## config.mk

```make
export PLATFORM = sky130hd
export DESIGN_NAME = adc_seq_reader
export DESIGN_NICKNAME = d
export VERILOG_FILES = /design/src/rtl/adc_rd_pkg.sv /design/src/rtl/adc_rd_tick.sv /design/src/rtl/adc_rd_fsm.sv /design/src/rtl/adc_rd_capture.sv /design/src/rtl/adc_seq_reader.sv
export SDC_FILE = /design/constraint.sdc
export NUM_CORES = 1
export LEC_CHECK = 0
export ABC_AREA = 1
export BUFFER_PORTS_ARGS = -buffer_cell sky130_fd_sc_hd__buf_2
export CORE_MARGIN = 2
export CORE_UTILIZATION = 36
export DETAILED_ROUTE_END_ITERATION = 10
export PLACE_DENSITY = 0.51
export SYNTH_ARGS = -nofsm -noshare
export SYNTH_HDL_FRONTEND = slang
export SYNTH_HIERARCHICAL = 1
export SYNTH_SLANG_ARGS = --single-unit
export TNS_END_PERCENT = 10
```

## constraint.sdc

```tcl
create_clock -name clk -period 2.47 [get_ports clk]
set_clock_uncertainty 0.15 [all_clocks]
set_input_delay 0.1235 -clock clk [delete_from_list [all_inputs] [get_ports clk]]
set_output_delay 0.1235 -clock clk [all_outputs]
set_load 0.005 [all_outputs]
```

## src/rtl/adc_rd_pkg.sv

```systemverilog
`timescale 1ns/1ps
// Shared types for the serial converter read controller.
package adc_rd_pkg;
    // Transaction phases of the read sequencer.
    typedef enum logic [1:0] {
        ST_IDLE = 2'd0,
        ST_CMD  = 2'd1,
        ST_READ = 2'd2,
        ST_GAP  = 2'd3
    } rd_state_e;
endpackage

```

## src/rtl/adc_rd_tick.sv

```systemverilog
`timescale 1ns/1ps
// Half-period tick generator.
// Emits one tick every CLK_DIV system clocks while run_i is high, and
// restarts from zero whenever run_i is low. Assumes CLK_DIV >= 2.
module adc_rd_tick #(
    parameter int CLK_DIV = 4
) (
    input  logic clk,
    input  logic rst_n,
    input  logic run_i,
    output logic tick_o
);
    localparam int DW = (CLK_DIV > 2) ? $clog2(CLK_DIV) : 1;

    logic [DW-1:0] cnt_q;

    // Count system clocks within one serial half period.
    always_ff @(posedge clk) begin
        if (!rst_n || !run_i)
            cnt_q <= '0;
        else if (cnt_q == DW'(CLK_DIV - 1))
            cnt_q <= '0;
        else
            cnt_q <= cnt_q + DW'(1);
    end

    assign tick_o = run_i && (cnt_q == DW'(CLK_DIV - 1));

    generate
        if (CLK_DIV > 1) begin : g_spacing
            // two ticks are never adjacent
            assert_tick_spacing_R1: assert property (@(posedge clk) disable iff (!rst_n)
                tick_o |=> !tick_o);
        end
    endgenerate
endmodule

```

## src/rtl/adc_rd_fsm.sv

```systemverilog
`timescale 1ns/1ps
// Transaction sequencer.
// Shifts the channel code out with chip select high, lowers chip select,
// counts the hold and data pulses, then waits one serial period and strobes
// done. Assumes tick_i arrives at most every other cycle.
module adc_rd_fsm
    import adc_rd_pkg::*;
#(
    parameter int CH_W      = 3,
    parameter int RES_W     = 12,
    parameter int HOLD_CLKS = 2
) (
    input  logic clk,
    input  logic rst_n,
    input  logic start_i,
    input  logic [CH_W-1:0] chan_i,
    input  logic verify_i,
    input  logic tick_i,
    output logic sclk_o,
    output logic cs_n_o,
    output logic mosi_o,
    output logic busy_o,
    output logic done_o,
    output logic clear_o,
    output logic sample_o,
    output logic [$clog2(HOLD_CLKS + 2*RES_W)-1:0] pulse_o
);
    localparam int CODE_W  = CH_W + 1;
    localparam int MSB_END = HOLD_CLKS + RES_W;
    localparam int LSB_END = MSB_END + RES_W - 1;
    localparam int IW      = $clog2(LSB_END + 1);

    rd_state_e         st_q;
    logic [IW-1:0]     cnt_q;
    logic [CODE_W-1:0] code_q;
    logic              sclk_q, cs_n_q, mosi_q, busy_q, done_q, vfy_q;
    logic [IW-1:0]     last_pulse;

    // Pick the final pulse number for the chosen read mode.
    always_comb last_pulse = vfy_q ? IW'(LSB_END) : IW'(MSB_END);

    // Sequence the phases and drive the converter pins.
    always_ff @(posedge clk) begin
        if (!rst_n) begin
            st_q   <= ST_IDLE;
            cnt_q  <= '0;
            code_q <= '0;
            sclk_q <= 1'b0;
            cs_n_q <= 1'b1;
            mosi_q <= 1'b0;
            busy_q <= 1'b0;
            done_q <= 1'b0;
            vfy_q  <= 1'b0;
        end else begin
            done_q <= 1'b0;
            unique case (st_q)
                ST_IDLE: if (start_i) begin
                    st_q   <= ST_CMD;
                    busy_q <= 1'b1;
                    vfy_q  <= verify_i;
                    code_q <= {1'b1, chan_i};
                    mosi_q <= 1'b1;
                    cnt_q  <= '0;
                end
                ST_CMD: if (tick_i) begin
                    if (!sclk_q) begin
                        sclk_q <= 1'b1;
                    end else begin
                        sclk_q <= 1'b0;
                        if (cnt_q == IW'(CODE_W - 1)) begin
                            cs_n_q <= 1'b0;
                            mosi_q <= 1'b0;
                            cnt_q  <= '0;
                            st_q   <= ST_READ;
                        end else begin
                            cnt_q  <= cnt_q + IW'(1);
                            mosi_q <= code_q[CODE_W-2];
                            code_q <= {code_q[CODE_W-2:0], 1'b0};
                        end
                    end
                end
                ST_READ: if (tick_i) begin
                    if (!sclk_q) begin
                        sclk_q <= 1'b1;
                        cnt_q  <= cnt_q + IW'(1);
                    end else begin
                        sclk_q <= 1'b0;
                        if (cnt_q == last_pulse) begin
                            cs_n_q <= 1'b1;
                            cnt_q  <= '0;
                            st_q   <= ST_GAP;
                        end
                    end
                end
                ST_GAP: if (tick_i) begin
                    if (cnt_q == IW'(1)) begin
                        st_q   <= ST_IDLE;
                        busy_q <= 1'b0;
                        done_q <= 1'b1;
                        cnt_q  <= '0;
                    end else begin
                        cnt_q <= cnt_q + IW'(1);
                    end
                end
                default: st_q <= ST_IDLE;
            endcase
        end
    end

    assign sclk_o   = sclk_q;
    assign cs_n_o   = cs_n_q;
    assign mosi_o   = mosi_q;
    assign busy_o   = busy_q;
    assign done_o   = done_q;
    assign clear_o  = (st_q == ST_IDLE) && start_i;
    assign sample_o = tick_i && !sclk_q && (st_q == ST_READ);
    assign pulse_o  = cnt_q + IW'(1);

    // chip select changes only while the serial clock is low
    assert_cs_edge_clk_low_R3: assert property (@(posedge clk) disable iff (!rst_n)
        !$stable(cs_n_q) |-> !sclk_q);
    // the serial clock moves only on a tick
    assert_sclk_on_tick_R1: assert property (@(posedge clk) disable iff (!rst_n)
        !$stable(sclk_q) |-> $past(tick_i));
    // quiet pins while idle
    assert_idle_quiet_R1: assert property (@(posedge clk) disable iff (!rst_n)
        !busy_q |-> (!sclk_q && cs_n_q));
    // done comes with chip select high and busy released
    assert_done_cs_high_R6: assert property (@(posedge clk) disable iff (!rst_n)
        done_q |-> (cs_n_q && !busy_q));
    // done lasts one cycle
    assert_done_single_R6: assert property (@(posedge clk) disable iff (!rst_n)
        done_q |=> !done_q);
endmodule

```

## src/rtl/adc_rd_capture.sv

```systemverilog
`timescale 1ns/1ps
// Result capture and replay comparison.
// Shifts in data pulses MSB first and compares each replay pulse against the
// stored bit of the same weight. Assumes pulse_i numbers pulses from 1 after
// chip select falls.
module adc_rd_capture #(
    parameter int RES_W     = 12,
    parameter int HOLD_CLKS = 2
) (
    input  logic clk,
    input  logic rst_n,
    input  logic clear_i,
    input  logic sample_i,
    input  logic [$clog2(HOLD_CLKS + 2*RES_W)-1:0] pulse_i,
    input  logic miso_i,
    output logic [RES_W-1:0] result_o,
    output logic mismatch_o
);
    localparam int MSB_END = HOLD_CLKS + RES_W;
    localparam int IW      = $clog2(MSB_END + RES_W);
    localparam int RW      = $clog2(RES_W);

    logic [RES_W-1:0] res_q;
    logic             mism_q;
    logic [RW-1:0]    lsb_pos;
    logic             in_msb, in_lsb;

    // Classify the pulse and find the replayed bit's weight.
    always_comb begin
        in_msb  = (pulse_i > IW'(HOLD_CLKS)) && (pulse_i <= IW'(MSB_END));
        in_lsb  = pulse_i > IW'(MSB_END);
        lsb_pos = RW'(pulse_i - IW'(MSB_END));
    end

    // Store the first copy and flag replay disagreements.
    always_ff @(posedge clk) begin
        if (!rst_n || clear_i) begin
            res_q  <= '0;
            mism_q <= 1'b0;
        end else if (sample_i) begin
            if (in_msb)
                res_q <= {res_q[RES_W-2:0], miso_i};
            else if (in_lsb && (miso_i != res_q[lsb_pos]))
                mism_q <= 1'b1;
        end
    end

    assign result_o   = res_q;
    assign mismatch_o = mism_q;

    // sample and hold pulses leave the result untouched
    assert_hold_ignored_R4: assert property (@(posedge clk) disable iff (!rst_n)
        (sample_i && (pulse_i <= IW'(HOLD_CLKS))) |=> $stable(res_q));
    // mismatch only rises on a replay pulse
    assert_mism_replay_R5: assert property (@(posedge clk) disable iff (!rst_n)
        $rose(mism_q) |-> $past(pulse_i > IW'(MSB_END)));
endmodule

```

## src/rtl/adc_seq_reader.sv

```systemverilog
`timescale 1ns/1ps
// Serial converter read controller, top level.
// Joins the tick generator, sequencer and capture path. Assumes CLK_DIV >= 2
// and a converter that launches data on the falling serial clock edge.
module adc_seq_reader #(
    parameter int CLK_DIV   = 4,
    parameter int RES_W     = 12,
    parameter int CH_W      = 3,
    parameter int HOLD_CLKS = 2
) (
    input  logic             clk,
    input  logic             rst_n,
    input  logic             start_i,
    input  logic [CH_W-1:0]  chan_i,
    input  logic             verify_i,
    output logic             busy_o,
    output logic             done_o,
    output logic [RES_W-1:0] result_o,
    output logic             mismatch_o,
    output logic             cs_n_o,
    output logic             sclk_o,
    output logic             mosi_o,
    input  logic             miso_i
);
    localparam int IW = $clog2(HOLD_CLKS + 2*RES_W);

    logic          tick, clear, sample;
    logic [IW-1:0] pulse;

    adc_rd_tick #(.CLK_DIV(CLK_DIV)) u_tick (
        .clk(clk), .rst_n(rst_n), .run_i(busy_o), .tick_o(tick)
    );

    adc_rd_fsm #(.CH_W(CH_W), .RES_W(RES_W), .HOLD_CLKS(HOLD_CLKS)) u_fsm (
        .clk(clk), .rst_n(rst_n), .start_i(start_i), .chan_i(chan_i),
        .verify_i(verify_i), .tick_i(tick), .sclk_o(sclk_o), .cs_n_o(cs_n_o),
        .mosi_o(mosi_o), .busy_o(busy_o), .done_o(done_o), .clear_o(clear),
        .sample_o(sample), .pulse_o(pulse)
    );

    adc_rd_capture #(.RES_W(RES_W), .HOLD_CLKS(HOLD_CLKS)) u_cap (
        .clk(clk), .rst_n(rst_n), .clear_i(clear), .sample_i(sample),
        .pulse_i(pulse), .miso_i(miso_i), .result_o(result_o),
        .mismatch_o(mismatch_o)
    );
endmodule

```

==> results of run 1 <==
==> through the flow <==
step / std cells / util / setup WS [ps]
after floorplan: 264 / - / 475.1
after global placement: 353 / 0.4081 / 178.7
after detailed placement: 353 / 0.4081 / 114.6
after CTS: 366 / 0.4405 / 105.4
after global routing: 366 / 0.4436 / 30.49
final: 366 / 0.4436 / 229.7
==> layout by cell type (no fill, tap or decap), types with 2 or more instances in the layout <==
master	synthesis	final
nand2_1	51	51
inv_1	42	42
dfxtp_1	31	31
nor2_1	30	30
buf_2	1	25
nand3_1	18	18
nor2_2	13	13
a211oi_2	10	10
ha_1	9	9
o21ai_0	8	8
a21oi_1	7	7
clkbuf_8	0	6
nand3_2	6	6
dlygate4sd3_1	0	5
inv_2	4	4
nand4_1	4	4
nand2_2	3	3
o21ai_4	2	2
a211oi_1	2	2
xor2_1	3	2
a31oi_1	2	2
==> area by class of cell <==
| class | instances | area (um^2) | area share |
|---|---|---|---|
| clock buffer | 6 | 82.58 | 0.03599 |
| clock inverter | 2 | 35.03 | 0.01527 |
| inverter | 47 | 178.9 | 0.07797 |
| multi-input combinational | 180 | 1115 | 0.4858 |
| sequential | 31 | 620.6 | 0.2704 |
| tap | 70 | 87.58 | 0.03817 |
| timing repair buffer | 30 | 175.2 | 0.07634 |
==> worst min-delay path by stage <==
stage	from	end	slack, ps
after detailed placement	verify_i	u_fsm/vfy_q$_SDFFE_PN0P_	250
after floorplan	rst_n	u_tick/cnt_q[0]$_SDFF_PP0_	110
after global routing	start_i	u_fsm/vfy_q$_SDFFE_PN0P_	70
final	rst_n	u_fsm/cs_n_o$_SDFFE_PN1P_	30
after CTS	rst_n	u_fsm/cs_n_o$_SDFFE_PN1P_	30
after global placement	verify_i	u_fsm/vfy_q$_SDFFE_PN0P_	250
==> registers in the layout (all words and copies together) (netlist names) <==
name,flops
u_fsm/cnt_q,5
u_fsm/st_q,2
u_fsm/done_o,1
u_cap/mismatch_o,1
u_fsm/code_q,3
u_fsm/sclk_o,1
u_fsm/vfy_q,1
u_fsm/mosi_o,1
u_fsm/cs_n_o,1
u_cap/result_o,12
u_fsm/busy_o,1
u_tick/cnt_q,2
==> logic make-up (layout without fill, tap and decap cells) <==
logic type               count (synthesis)  after routing  synth area share
adder cells (fa/ha/maj)                  9              9           0.05744
AO/OA/AOI/OAI                           35             35            0.1493
XOR/XNOR                                 4              4           0.01787
flip-flops                              31             31            0.3165
AND/OR/NAND/NOR                        132            132            0.3357
buffers and inverters                   53             85            0.1232
==> where the power goes <==
group          internal (W)  total, W  leakage [nW]  switching [W]
registers          0.000595  0.000682         0.253      0.0000872
logic              0.000485   0.00133         0.739       0.000848
clock network      0.000326  0.000527        0.0612       0.000200
total               0.00141   0.00254          1.05        0.00114
==> per-layer routing <==
layer  track usage  vias up
li1              -      900
met2        0.2405       28
met1        0.1910      746
met5             0        -
met3       0.03488        5
met4       0.04821        0
==> worst max-delay path: stages (launching register included) <==
cell and delay [ps]:
dfxtp_1 370, inv_1 70, ha_1 290, inv_1 180
inv_2 100, ha_1 220, o21bai_2 240, nand2_8 180
inv_2 120, nor2_1 40, a211oi_1 160
==> timing repair <==
| action | CTS | global route |
|---|---|---|
| hold buffers | 5 | 0 |
| resized for setup | 0 | 2 |
| endpoints found under the hold margin | 5 | 0 |
| setup endpoints to repair | 0 | 4 |
==> results.cfg, run 1 <==
[place]
hpwl_um = 3064
placed_cell_area_um2 = 2111
io_buffers = 25
place_congestion = 0.8087

[logic_synthesis]
synth_largest_area_cell = dfxtp_1
synth_edf_count = 0
synth_cell_types = 34
syn_inst = 264
netlist_top_cells_area = dfxtp_1 32%, nand2_1 9.8%, inv_1 8.0%, a211oi_2 6.4%, ha_1 5.7%
avgSynthCellArea_um2 = 7.427
synthFlopType = dfxtp_1
synth_area_um2 = 1961
synth_top_area_frac = 0.3165
yosysMostFrequentCell = nand2_1
synth.net_count = 281
ys_warn_count = 6
async_flop_share = 0
seq_area_frac_synth = 0.3165
synth_common_cells = 51 x nand2_1, 42 x inv_1, 31 x dfxtp_1, 30 x nor2_1, 18 x nand3_1
ys_seq_elements = 31

[floorplan]
die_height_um = 77.80
rows = 26
core_area_um2 = 5172
start_util = 0.3791
io_pins = 26
die-area_um2 = 6053
die_w_um = 77.80

[grt]
grt_first_pass_wirelength_um = 7203
grtUsageTotal = 0.1475
antenna_found_initial = 0
grt_overflow = 0
grt_pass1_vias = 1559
grt_max_degree = 22

[critical_path]
r2r_slack_ps = 230
path_class = flop to flop
cp-end-kind = flop
worst_ep_arrival_time_ps = 2280
crit_start = u_fsm/cnt_q[1]$_SDFFE_PN0P_
r2r_cells = 10
r2r_start = u_fsm/cnt_q[1]$_SDFFE_PN0P_
cp-start-kind = flop
cp.required_ps = 2510
crit_path_max_fanout = 21
reg2reg_to = u_cap/result_o[9]$_SDFFE_PP0P_
cp-endpoint = u_cap/result_o[9]$_SDFFE_PP0P_

[timing]
tns_ps = 0
period_minus_slack_ps = 2240
whs_ps = 34.98
fmax_ghz = 0.4464
setup_violations = 0
rsz0062_at_grt = no
hold_violations = 0
worst_slew_pin_slew_ps = 627.2
period_share = 0.9070
slew_violations = 0
relSlewSlack = 0.5808

[detailed_routing]
highest_layer = met4
routed-wl-met3_um = 200
drt-met1-wl_um = 1998
met2_length_um = 1853
drcViolationCount = 0
vias = 1679
viasPerCell = 4.587
wl_um = 4104
first_pass_iters = 4
ant_nets = 0
wl_per_cell_um = 11.21
drt-initial-drc-count = 61

[cells_and_area]
syn_to_final_growth_pct = 17.04
stdcell_area_um2 = 2295
fillers = 545
final_nets = 312
antenna_cells = 0
drive_above_1_share = 0.2703

[cts]
path_clk_slew_ps = 70
clk_latency_ps = 280
cts_tree = done
clock_sinks = 31
post-cts-setup-buffer-count = 0
htreeDepth = 2
ctsLongestPathBuffers = 2
clockRootBuffer = clkbuf_8
cts_buffers = 5

[hold_path]
holdPathStages = 2
hold_path_class = primary input to flop

[power_and_ir_drop]
total_power_w = 0.002541
p_leak_nw = 1.052
max-vdd-ir-drop_mv = 0.5257
power.density_nw_per_um2 = 1107

[outcome]
status = complete, no violations

[run]
max_cap_violations = 0
(Power assumes the default switching activity.)
==> run 2: changes to the inputs <==
--- a/config.mk
+++ b/config.mk
@@ -7,8 +7,10 @@
 export LEC_CHECK = 0
 export ABC_AREA = 1
 export BUFFER_PORTS_ARGS = -buffer_cell sky130_fd_sc_hd__buf_2
+export CORE_ASPECT_RATIO = 1.5
 export CORE_MARGIN = 2
 export CORE_UTILIZATION = 36
+export CTS_CLUSTER_DIAMETER = 40
 export DETAILED_ROUTE_END_ITERATION = 10
 export PLACE_DENSITY = 0.51
 export SYNTH_ARGS = -nofsm -noshare
==> run 2 against run 1 <==
  * Worst setup slack improved by 30 ps
  * Hold slack got worse by 1.6 ps
  * Non-clock buffer count did not move
  * First-iteration DRC count fell by 30%
  * Utilization fell by 0.97 points
  * Critical path type unchanged
  * Largest cell class unchanged
  * Highest routed layer unchanged
==> results.cfg, run 2 (same netlist as run 1, synthesis figures left out) <==
[timing]
tns_ps = 0
setup_violations = 0
rsz0062_at_grt = no
period_minus_slack_ps = 2211
slew_violations = 0
fmax_ghz = 0.4524
worst_slew_pin_slew_ps = 657.0
whs_ps = 33.37
relSlewSlack = 0.5610
fin_ws_ps = 259.4
hold_violations = 0
period_share = 0.8950

[floorplan]
die_height_um = 94.39
die-area_um2 = 6065
core_area_um2 = 5205
io_pins = 26
rows = 32
die_w_um = 64.26
start_util = 0.3767

[critical_path]
cp.required_ps = 2510
crit_path_max_fanout = 21
path_class = flop to flop
cp-start-kind = flop
worst_ep_arrival_time_ps = 2260
cp-end-kind = flop

[detailed_routing]
first_pass_iters = 4
wl_um = 4094
drcViolationCount = 0
vias = 1671
wl_per_cell_um = 11.25
ant_nets = 0
viasPerCell = 4.591
drt-initial-drc-count = 43

[power_and_ir_drop]
pwr-share-seq = 0.285
switching_share = 0.4681
p_int_w = 0.001273
p_switching_w = 0.001121
p_leak_nw = 1.039
comb_power_share = 0.557
max-vdd-ir-drop_mv = 0.4277
clockPowerShare = 0.159
power.density_nw_per_um2 = 1060

[cts]
cts_buffers = 5
post-cts-setup-buffer-count = 0
ctsLongestPathBuffers = 2
clock_sinks = 31
htreeDepth = 2
clockRootBuffer = clkbuf_8
clk_latency_ps = 280
path_clk_slew_ps = 70
cts_tree = done

[place]
place_congestion = 0.8029
io_buffers = 25
place_ws_ps = 104.3
hpwl_um = 3143

[run]
max_cap_violations = 0

[cells_and_area]
layout_commonest_cell = nand2_1
syn_to_final_growth_pct = 15.19
drive_above_1_share = 0.2703
largest_register_ffs = 12
final_nets = 312
final_cell_mix = 51 x nand2_1, 42 x inv_1, 31 x dfxtp_1, 30 x nor2_1, 25 x buf_2
antenna_cells = 0

[grt]
antenna_found_initial = 0
grt_first_pass_wirelength_um = 7148
grt_pass1_vias = 1665
grt_overflow = 0
grt_max_degree = 22
grtUsageTotal = 0.1515

[hold_path]
hold_path_class = primary input to flop

[outcome]
status = complete, no violations
[run 2: cell type report]
| class | count | area (um^2) |
|---|---|---|
| fillers | 563 | 2947 |
| repair buffers | 30 | 175.2 |
| flip-flops and latches | 31 | 620.6 |
| multi-input cells | 180 | 1115 |
| clock buffers | 5 | 68.82 |
| inverters | 47 | 178.9 |
| well taps | 68 | 85.08 |
| clock inverters | 3 | 15.01 |
[run 2: metrics by stage]
stage / power (W) / utilization / cell area (um^2) / cells
after floorplan: 0.001784 / - / 1961 / 264
after global placement: 0.002009 / 0.4050 / 2108 / 351
after detailed placement: 0.002012 / 0.4050 / 2108 / 351
after CTS: 0.002416 / 0.4308 / 2242 / 364
after global routing: 0.002672 / 0.4339 / 2258 / 364
final: 0.002394 / 0.4339 / 2258 / 364
[run 2: path summary, 6_finish.rpt]
check	start	endpoint	slack, ps	cells past startpoint
max	u_fsm/cnt_q[1]$_SDFFE_PN0P_	u_cap/result_o[11]$_SDFFE_PP0P_	260	10
min	rst_n	u_fsm/cs_n_o$_SDFFE_PN1P_	30	2
max reg2reg	u_fsm/cnt_q[1]$_SDFFE_PN0P_	u_cap/result_o[11]$_SDFFE_PP0P_	260	10
min reg2reg	u_tick/cnt_q[0]$_SDFF_PP0_	u_tick/cnt_q[0]$_SDFF_PP0_	260	1
[run 2: repair_timing]
item,CTS,global route
resized for setup,0,2
setup endpoints to repair,0,12
hold buffers,5,0
endpoints found under the hold margin,5,0
[run 2: layer usage]
| metal | up-vias | track usage | wire length [um] |
|---|---|---|---|
| met5 | - | 0 | 0 |
| met4 | 0 | 0.06915 | 86 |
| met3 | 6 | 0.03456 | 110 |
| met2 | 18 | 0.3021 | 2240 |
| met1 | 747 | 0.1426 | 1657 |
| li1 | 900 | - | - |
[run 2: worst max-delay path, cell delays in order (launching register included)]
cell	delay, ps
dfxtp_1	370
inv_1	70
ha_1	300
inv_1	170
inv_2	100
ha_1	210
o21bai_2	250
nand2_8	190
inv_2	120
nor2_1	50
a211oi_1	150
[run 2: power groups by stage]
| stage | combinational, W | clock (W) | sequential [W] |
|---|---|---|---|
| after floorplan | 0.00111 | 0 | 0.000673 |
| after global placement | 0.00132 | 0 | 0.000689 |
| after detailed placement | 0.00132 | 0 | 0.000691 |
| after CTS | 0.00133 | 0.000404 | 0.000681 |
| after global routing | 0.00155 | 0.000423 | 0.000696 |
| final | 0.00133 | 0.000380 | 0.000682 |
